<file path="src/rtl/pinctl_pkg.sv">
package pinctl_pkg;

  localparam int WORD_W   = 32;
  localparam int GLB_W    = 16;
  localparam int IRQ_W    = 4;
  localparam int MUX_W    = 3;

  localparam int B_PSEL   = 0;
  localparam int B_PEN    = 1;
  localparam int B_FILT   = 4;
  localparam int B_MUX_LO = 8;
  localparam int B_LOCK   = 15;
  localparam int B_IRQ_LO = 16;

  typedef struct packed {
    logic             lock;
    logic [MUX_W-1:0] mux;
    logic             filt;
    logic             pull_en;
    logic             pull_sel;
  } pin_low_t;

  typedef struct packed {
    logic [IRQ_W-1:0] irq;
    pin_low_t         low;
  } pin_cfg_t;

  function automatic pin_low_t low_from_half(input logic [GLB_W-1:0] h);
    pin_low_t l;
    l.lock     = h[B_LOCK];
    l.mux      = h[B_MUX_LO +: MUX_W];
    l.filt     = h[B_FILT];
    l.pull_en  = h[B_PEN];
    l.pull_sel = h[B_PSEL];
    return l;
  endfunction

  function automatic logic [WORD_W-1:0] cfg_to_word(input pin_cfg_t c);
    logic [WORD_W-1:0] w;
    w = '0;
    w[B_LOCK]             = c.low.lock;
    w[B_MUX_LO +: MUX_W]  = c.low.mux;
    w[B_FILT]             = c.low.filt;
    w[B_PEN]              = c.low.pull_en;
    w[B_PSEL]             = c.low.pull_sel;
    w[B_IRQ_LO +: IRQ_W]  = c.irq;
    return w;
  endfunction

endpackage

</file>
<file path="src/rtl/pinctl_rst_sync.sv">
module pinctl_rst_sync #(
  parameter int STAGES = 2
) (
  input  logic clk,
  input  logic rst_n,
  output logic rst_sync_n
);

  logic [STAGES-1:0] chain_q;

  always_ff @(posedge clk or negedge rst_n) begin
    if (!rst_n) chain_q <= '0;
    else        chain_q <= {chain_q[STAGES-2:0], 1'b1};
  end

  assign rst_sync_n = chain_q[STAGES-1];

endmodule

</file>
<file path="src/rtl/pinctl_cell.sv">
module pinctl_cell
  import pinctl_pkg::*;
(
  input  logic             clk,
  input  logic             rst_n,
  input  logic             dir_we,
  input  logic             glb_we,
  input  pin_low_t         dir_low,
  input  logic [IRQ_W-1:0] dir_irq,
  input  pin_low_t         glb_low,
  input  logic             oe_req,
  input  logic             port_en,
  output logic [WORD_W-1:0] rd_word,
  output logic             ibe,
  output logic             obe,
  output logic             pe,
  output logic             ps,
  output logic             fe,
  output logic [IRQ_W-1:0] irq_out
);

  pin_cfg_t cfg_q, cfg_d;
  logic     cfg_en;
  logic     digital;

  // next-state: lock guards the lower half on both paths, irq only direct
  always_comb begin
    cfg_d  = cfg_q;
    cfg_en = 1'b0;
    if (dir_we) begin
      cfg_en    = 1'b1;
      cfg_d.irq = dir_irq;
      if (!cfg_q.low.lock) cfg_d.low = dir_low;
    end else if (glb_we && !cfg_q.low.lock) begin
      cfg_en    = 1'b1;
      cfg_d.low = glb_low;
    end
  end

  always_ff @(posedge clk or negedge rst_n) begin
    if (!rst_n)      cfg_q <= '0;
    else if (cfg_en) cfg_q <= cfg_d;
  end

  // pad derivation
  assign digital = (cfg_q.low.mux != '0);
  assign ibe     = digital;
  assign obe     = digital & oe_req;
  assign pe      = digital & cfg_q.low.pull_en & ~oe_req;
  assign ps      = cfg_q.low.pull_sel;
  assign fe      = digital & cfg_q.low.filt;
  assign irq_out = (digital && port_en) ? cfg_q.irq : '0;
  assign rd_word = cfg_to_word(cfg_q);

  a_r3_lock_freezes_low: assert property (@(posedge clk) disable iff (!rst_n)
    rd_word[B_LOCK] |=> $stable(rd_word[B_LOCK:0]));

  a_r6_irq_only_direct: assert property (@(posedge clk) disable iff (!rst_n)
    !dir_we |=> $stable(rd_word[B_IRQ_LO +: IRQ_W]));

  a_r9_off_when_nondigital: assert property (@(posedge clk) disable iff (!rst_n)
    (rd_word[B_MUX_LO +: MUX_W] == '0) |-> !(ibe || obe || pe || fe));

  a_r11_no_pull_while_driving: assert property (@(posedge clk) disable iff (!rst_n)
    obe |-> !pe);

endmodule

</file>
<file path="src/rtl/pinctl_bank.sv">
module pinctl_bank
  import pinctl_pkg::*;
#(
  parameter int NUM_PINS = 32,
  parameter int ADDR_W   = 6
) (
  input  logic                      clk,
  input  logic                      rst_n,
  input  logic                      port_en,
  input  logic                      bus_sel,
  input  logic                      bus_wr,
  input  logic [ADDR_W-1:0]         bus_addr,
  input  logic [WORD_W-1:0]         bus_wdata,
  output logic [WORD_W-1:0]         bus_rdata,
  output logic                      bus_err,
  input  logic [NUM_PINS-1:0]       pad_oe_req,
  output logic [NUM_PINS-1:0]       pad_ibe,
  output logic [NUM_PINS-1:0]       pad_obe,
  output logic [NUM_PINS-1:0]       pad_pe,
  output logic [NUM_PINS-1:0]       pad_ps,
  output logic [NUM_PINS-1:0]       pad_fe,
  output logic [NUM_PINS*IRQ_W-1:0] irq_cfg
);

  localparam int NUM_GLB  = (NUM_PINS + GLB_W - 1) / GLB_W;
  localparam int LAST_ADR = NUM_PINS + NUM_GLB - 1;
  localparam int IDX_W    = $clog2(NUM_PINS);

  logic                rst_i_n;
  logic                wr_stb;
  pin_low_t            wr_low;
  logic [IRQ_W-1:0]    wr_irq;
  logic [WORD_W-1:0]   rd_words [NUM_PINS];
  logic [NUM_PINS-1:0] dir_we, glb_we;
  logic                unused_wdata_bits;

  pinctl_rst_sync #(.STAGES(2)) u_rst (
    .clk        (clk),
    .rst_n      (rst_n),
    .rst_sync_n (rst_i_n)
  );

  assign wr_stb = bus_sel & bus_wr;
  assign wr_low = low_from_half(bus_wdata[GLB_W-1:0]);
  assign wr_irq = bus_wdata[B_IRQ_LO +: IRQ_W];
  assign unused_wdata_bits = ^{bus_wdata[7:5], bus_wdata[3:2], bus_wdata[14:11]};

  for (genvar i = 0; i < NUM_PINS; i++) begin : g_pin
    localparam logic [ADDR_W-1:0] PIN_ADR = ADDR_W'(i);
    localparam logic [ADDR_W-1:0] GLB_ADR = ADDR_W'(NUM_PINS + i / GLB_W);
    localparam int                SEL_BIT = GLB_W + (i % GLB_W);

    assign dir_we[i] = wr_stb && (bus_addr == PIN_ADR);
    assign glb_we[i] = wr_stb && (bus_addr == GLB_ADR) && bus_wdata[SEL_BIT];

    pinctl_cell u_cell (
      .clk     (clk),
      .rst_n   (rst_i_n),
      .dir_we  (dir_we[i]),
      .glb_we  (glb_we[i]),
      .dir_low (wr_low),
      .dir_irq (wr_irq),
      .glb_low (wr_low),
      .oe_req  (pad_oe_req[i]),
      .port_en (port_en),
      .rd_word (rd_words[i]),
      .ibe     (pad_ibe[i]),
      .obe     (pad_obe[i]),
      .pe      (pad_pe[i]),
      .ps      (pad_ps[i]),
      .fe      (pad_fe[i]),
      .irq_out (irq_cfg[i*IRQ_W +: IRQ_W])
    );
  end

  // read path: pin words only, broadcast registers read as zero
  always_comb begin
    bus_rdata = '0;
    if (bus_sel && !bus_wr && (int'(bus_addr) < NUM_PINS))
      bus_rdata = rd_words[bus_addr[IDX_W-1:0]];
  end

  assign bus_err = bus_sel && (int'(bus_addr) > LAST_ADR);

  a_r4_err_only_unmapped: assert property (@(posedge clk) disable iff (!rst_i_n)
    (bus_sel && int'(bus_addr) <= LAST_ADR) |-> !bus_err);

  a_r8_broadcast_reads_zero: assert property (@(posedge clk) disable iff (!rst_i_n)
    (bus_sel && !bus_wr && int'(bus_addr) >= NUM_PINS) |-> (bus_rdata == '0));

  a_r6_one_target_direct: assert property (@(posedge clk) disable iff (!rst_i_n)
    $onehot0(dir_we));

endmodule

</file>
<file path="config.mk">
export PLATFORM = sky130hd
export DESIGN_NAME = pinctl_bank
export DESIGN_NICKNAME = d
export VERILOG_FILES = /design/src/rtl/pinctl_pkg.sv /design/src/rtl/pinctl_rst_sync.sv /design/src/rtl/pinctl_cell.sv /design/src/rtl/pinctl_bank.sv
export SDC_FILE = /design/constraint.sdc
export NUM_CORES = 1
export LEC_CHECK = 0
export CORE_MARGIN = 5
export CORE_UTILIZATION = 57
export DETAILED_ROUTE_END_ITERATION = 8
export PLACE_DENSITY = 0.95
export SLEW_MARGIN = 10
export SYNTH_ARGS = -nofsm -noshare
export SYNTH_HDL_FRONTEND = slang
export SYNTH_SLANG_ARGS = --single-unit
</file>
<file path="constraint.sdc">
create_clock -name clk -period 29.7 [get_ports clk]
set_clock_uncertainty 0.15 [all_clocks]
set_input_delay 5.94 -clock clk [delete_from_list [all_inputs] [get_ports clk]]
set_output_delay 5.94 -clock clk [all_outputs]
set_load 0.05 [all_outputs]
</file>
# Word level (Yosys, flattened, before mapping)
# Index checks and enable logic that the tools add are counted.
# word_totals
reg_bits	354
in_bits	75
output_inout_bits	321
# op_classes
magnitude_cmp	3
n_eq_ne	65
mux	196
bitwise	162
n_reduce_logical	327
# ops
operator	count
two-way mux 7 bit	96
binary-select mux 32 bit (select 5 bit)	1
logical AND 1 bit	133
AND 1 bit	129
two-way mux 4 bit	32
AND reduction 2 bit	64
== test 6 x 5 -> 1 bit, second input constant	16
two-way mux 32 bit	3
AND reduction 3 bit	32
nonzero test 3 bit	32
two-way mux 1 bit	64
inequality test 2 bit, second input constant	32
nonzero test 2 bit	32
== test 6 x 4 -> 1 bit, second input constant	8
logical NOT 1 bit	33
NOT 1 bit	32
== test 6 x 3 -> 1 bit, second input constant	4
== test 6 x 2 -> 1 bit, second input constant	2
== test 6 bit, second input constant	2
== test 6 x 1 -> 1 bit, second input constant	1
greater-or-equal comparator 6 bit, second input constant	1
> comparator 6 bit, second input constant	1
logical NOT 6 bit	1
less-than comparator 6 bit, second input constant	1
NOT 5 -> 6 bit	1

# Logic depth before layout (Yosys ltp)
# logic_depth
word_depth	7
depth_mapped	8
ltp_nobuf	4

# By module
# Synthesis repeated with hierarchy kept, for this count alone.
# unflattened
hier_cells	3422
hier_area_um2	32190.9
# by_module_without_submodules
module	n_inst	cells_each	area_each_um2	seq_area_each_um2
pinctl_cell	32	80	726.9	275.3
pinctl_bank	1	859	8874.8	0.0
pinctl_rst_sync	1	3	53.8	50.0

# Worst setup path after synthesis
# No wires, ideal clock.
# synth_timing
path_kind	input-to-output
start	input bus_addr[1]
end	output bus_rdata[10]
arrival_ns	7.551
slack_ns	16.059
stages	6
path_buffers	3
cell_sequence	buf_4 > buf_4 > buf_2 > mux4_2 > a211o_1 > o211a_1
# synth_via
elab_chain_len	5
elab_cells_between_ends	7
classes_between	order compare: 1; mux: 4; bitwise: 1; reduce/logical: 1
# synth_rtl
element	line	rtl
from (decl)	pinctl_bank.sv:12	input logic [ADDR_W-1:0] bus_addr,
NOT 5 -> 6 bit (implied by the code)	pinctl_bank.sv:80	bus_rdata = rd_words[bus_addr[IDX_W-1:0]];
binary-select mux 32 bit (select 5 bit)	pinctl_bank.sv:80	
two-way mux 32 bit (implied by the code) (2 in a row)	pinctl_bank.sv:80	
two-way mux 32 bit *	pinctl_bank.sv:79	if (bus_sel && !bus_wr && (int'(bus_addr) < NUM_PINS))
to (decl)	pinctl_bank.sv:14	output logic [WORD_W-1:0] bus_rdata,
# Mark *: on every way between the ends. The rest lies on a longest branch, timed or not. The select of a mux whose other input is x is not followed.

# Worst setup path after layout
# layout_timing
start	input bus_addr[1]
end	output bus_rdata[4]
# The elaborated chain is that of the path after synthesis.

==> impl_metrics.ini <==
[cts]
ctsResizeCount = 0
cts_buffers = 38
htreeDepth = 2
cts_num_sinks = 354
cts_tree = done
postCtsSetupRepairBufs = 0
cts-root-buf = clkbuf_16
cts-hold-fix-buffers = 0
clkTransAtPathRegs_ns = 0.06
worstSkewPairLatency_ns = 0.53
clk_path_buf_depth = 3

[sta]
report.final.setup_viol = 0
rsz0062_at_grt = false
fin_tns_setup_ns = 0
relSlewSlack_pct = 15.4
slew_violations = 0
timing.fmax_mhz = 62.8
tightest_slew_ns = 1.26
fin_ws_ns = 13.78
hold_viol = 0
final.min_clock_period_ns = 15.92
hold_slack_ns = 0.203
finalCritPeriodShare_pct = 53.6

[logic_synthesis]
ys_types = 48
syn_avg_cell_area_sq_um = 11.7
synth_cells = 1741
synthArstFlopShare_pct = 100
synth_seq_cells = 354
ys_seq_area_share_pct = 43.5
ys_warn_count = 0
synth_enable_flop_cells = 0
synth_area_sq_um = 20400
ys.flop_type = dfrtp_1

[route]
wire_per_inst_um = 27.1
vias = 15300
vias_per_cell = 6.49
drt_iter0_markers = 1556
drt_wl_total_um = 63800
first_pass_iters = 6
drc = 0
ant_nets = 0

[outcome]
status = finished clean

[placed_design]
numPortBuffers = 365
placed_cell_area_sq_um = 22800
gp_congestion = 0.908
place_ws_ns = 13.86
hpwlAfterDp_um = 44000

[critical_path]
cp_slowest_cell = buf_4
max_stage_delay_ns = 0.85
critPathCapture = bus_rdata[4]
crit_start = bus_addr[1]
arrival_ns = 9.83
rr_worst_depth = 1
worstSetupPathDepth = 7
worstSetupStartpointType = input pin
required_ns = 23.61
cp_max_fo = 74
path_buf_inv = 3
reg2reg_slack_ns = 27.37
regToRegStartpoint = u_rst.chain_q[1]
end_kind = output pin
r2r_end = g_pin[14].u_cell.rd_word[10]
criticalPathCategory = input pin to output pin
path_cells = buf_6, buf_4, mux4_2, mux2i_1, o211ai_1, o211a_1, clkdlybuf4s50_1
cp_top_family = buffers and inverters

[power]
p_leak_nw = 11.8
switching_share_pct = 34.0
p_per_area_nw_per_um2 = 60.9
power_mw = 1.46
p_seq_share_pct = 39.6
peakVddDrop_mv = 0.0485
internal-power_mw = 0.966
combPwrFrac_pct = 27.3
p_clk_share_pct = 33.1
p_switching_mw = 0.498

[floorplan]
pin_count = 396
die_w_um = 199
start_util_pct = 57.5
die_h_um = 199
std_cell_rows = 69
dieArea_sq_um = 39600
core_area_sq_um = 35400

[global_routing]
grt_max_degree = 199
grt_overflow = 0
antenna_found_initial = 5
grt_use_total_pct = 31.7
grt_pass1_vias = 15900
grt_first_pass_wirelength_um = 96900

[cells_and_area]
drive_gt1_share_pct = 25.5
seq_area_sq_um = 8860
area_delta_synth_final_pct = 18.1
stdcell_area_sq_um = 24000
nNetsFinal = 1938
multi_input_area_sq_um = 9580
fillers = 2351

[hold_path]
hold_path_class = flop to flop
worstHoldPathCells = 0

[run]
drv_cap = 0
==> registers in the layout (all words and copies together), names as in the netlist <==
register	count
u_rst.chain_q	2
g_pin.u_cell.rd_word	320
g_pin.u_cell.ps	32
==> routing by layer <==
metal | vias up | global-route usage (%) | share of wire [%]
met5 | - | 0 | 0.081
met4 | 8 | 13.9 | 5.0
met3 | 226 | 7.79 | 10
met2 | 977 | 50.6 | 47
met1 | 7777 | 41.6 | 38
li1 | 6265 | - | -
==> cells by family after synthesis <==
logic type	count (synthesis)	share of synthesized area (%)
simple gates	532	14.9
mux	416	26.4
flops	354	43.5
buf+inv	319	9.82
compound gates	118	5.28
other cells	2	0.0369
==> power by group through the flow <==
stage          sequential, mW  combinational, mW  clock (mW)
2_1_floorplan           0.575              0.314           0
4_1_cts                 0.578              0.398       0.487
5_1_grt                 0.586              0.416       0.508
3_5_place_dp            0.586              0.395           0
3_3_place_gp            0.581              0.387           0
6_report                0.580              0.400       0.484
==> cells in the final DEF (no fill, tap or decap), drive strengths merged, types with 2 or more instances in the layout <==
cell type / Yosys / layout
or3: 32 / 32
clkbuf: 83 / 57
clkdlybuf4s50: 0 / 357
o211ai: 11 / 11
o221a: 11 / 11
a31oi: 5 / 5
mux2: 294 / 294
nor2: 8 / 8
o211a: 6 / 6
a21oi: 27 / 27
clkinv: 0 / 5
and2: 67 / 67
bufinv: 0 / 3
dfrtp: 354 / 354
mux2i: 56 / 56
a21o: 35 / 35
and3b: 32 / 32
a211o: 6 / 6
nand2: 164 / 164
nor3: 15 / 15
mux4: 66 / 66
nand3: 55 / 55
o2111ai: 5 / 5
and3: 139 / 139
o22ai: 6 / 6
nor3b: 3 / 3
a32oi: 5 / 5
nand2b: 4 / 4
nor2b: 3 / 3
buf: 236 / 24
conb: 2 / 22
and4b: 2 / 2
==> Yosys cell counts (26+ instances only) <==
library cell,count,share of area (%)
buf_4,197,7.3
nand3_1,45,1.1
and2_1,67,2.1
and3_1,139,4.3
nand2_1,164,3.0
mux2i_1,56,2.8
clkbuf_1,83,1.5
a21o_1,35,1.3
and3b_1,32,1.4
dfrtp_1,354,44
or3_1,32,0.98
buf_2,26,0.64
mux2_2,271,15
mux4_2,66,7.3
==> how the worst min path moves through the flow <==
stage | startpoint | end
floorplan | u_rst.chain_q[0] | u_rst.chain_q[1]
global placement | u_rst.chain_q[0] | u_rst.chain_q[1]
detailed placement | u_rst.chain_q[0] | u_rst.chain_q[1]
CTS | u_rst.chain_q[0] | u_rst.chain_q[1]
global route | u_rst.chain_q[0] | u_rst.chain_q[1]
finish | u_rst.chain_q[0] | u_rst.chain_q[1]
==> area by class of cell <==
type,count,area share [%]
multi-input combinational,1088,39.9
sequential,354,36.9
timing repair buffer,381,15.6
clock buffer,57,4.68
tap,461,2.40
clock inverter,10,0.547
antenna,1,0.0104
==> metrics by stage <==
| stage | std cells | utilization, % |
|---|---|---|
| floorplan | 1761 | - |
| global placement | 2284 | 64.4 |
| detailed placement | 2284 | 64.4 |
| CTS | 2351 | 67.9 |
| global route | 2352 | 67.9 |
| finish | 2352 | 67.9 |
(Power assumes the default switching activity.)
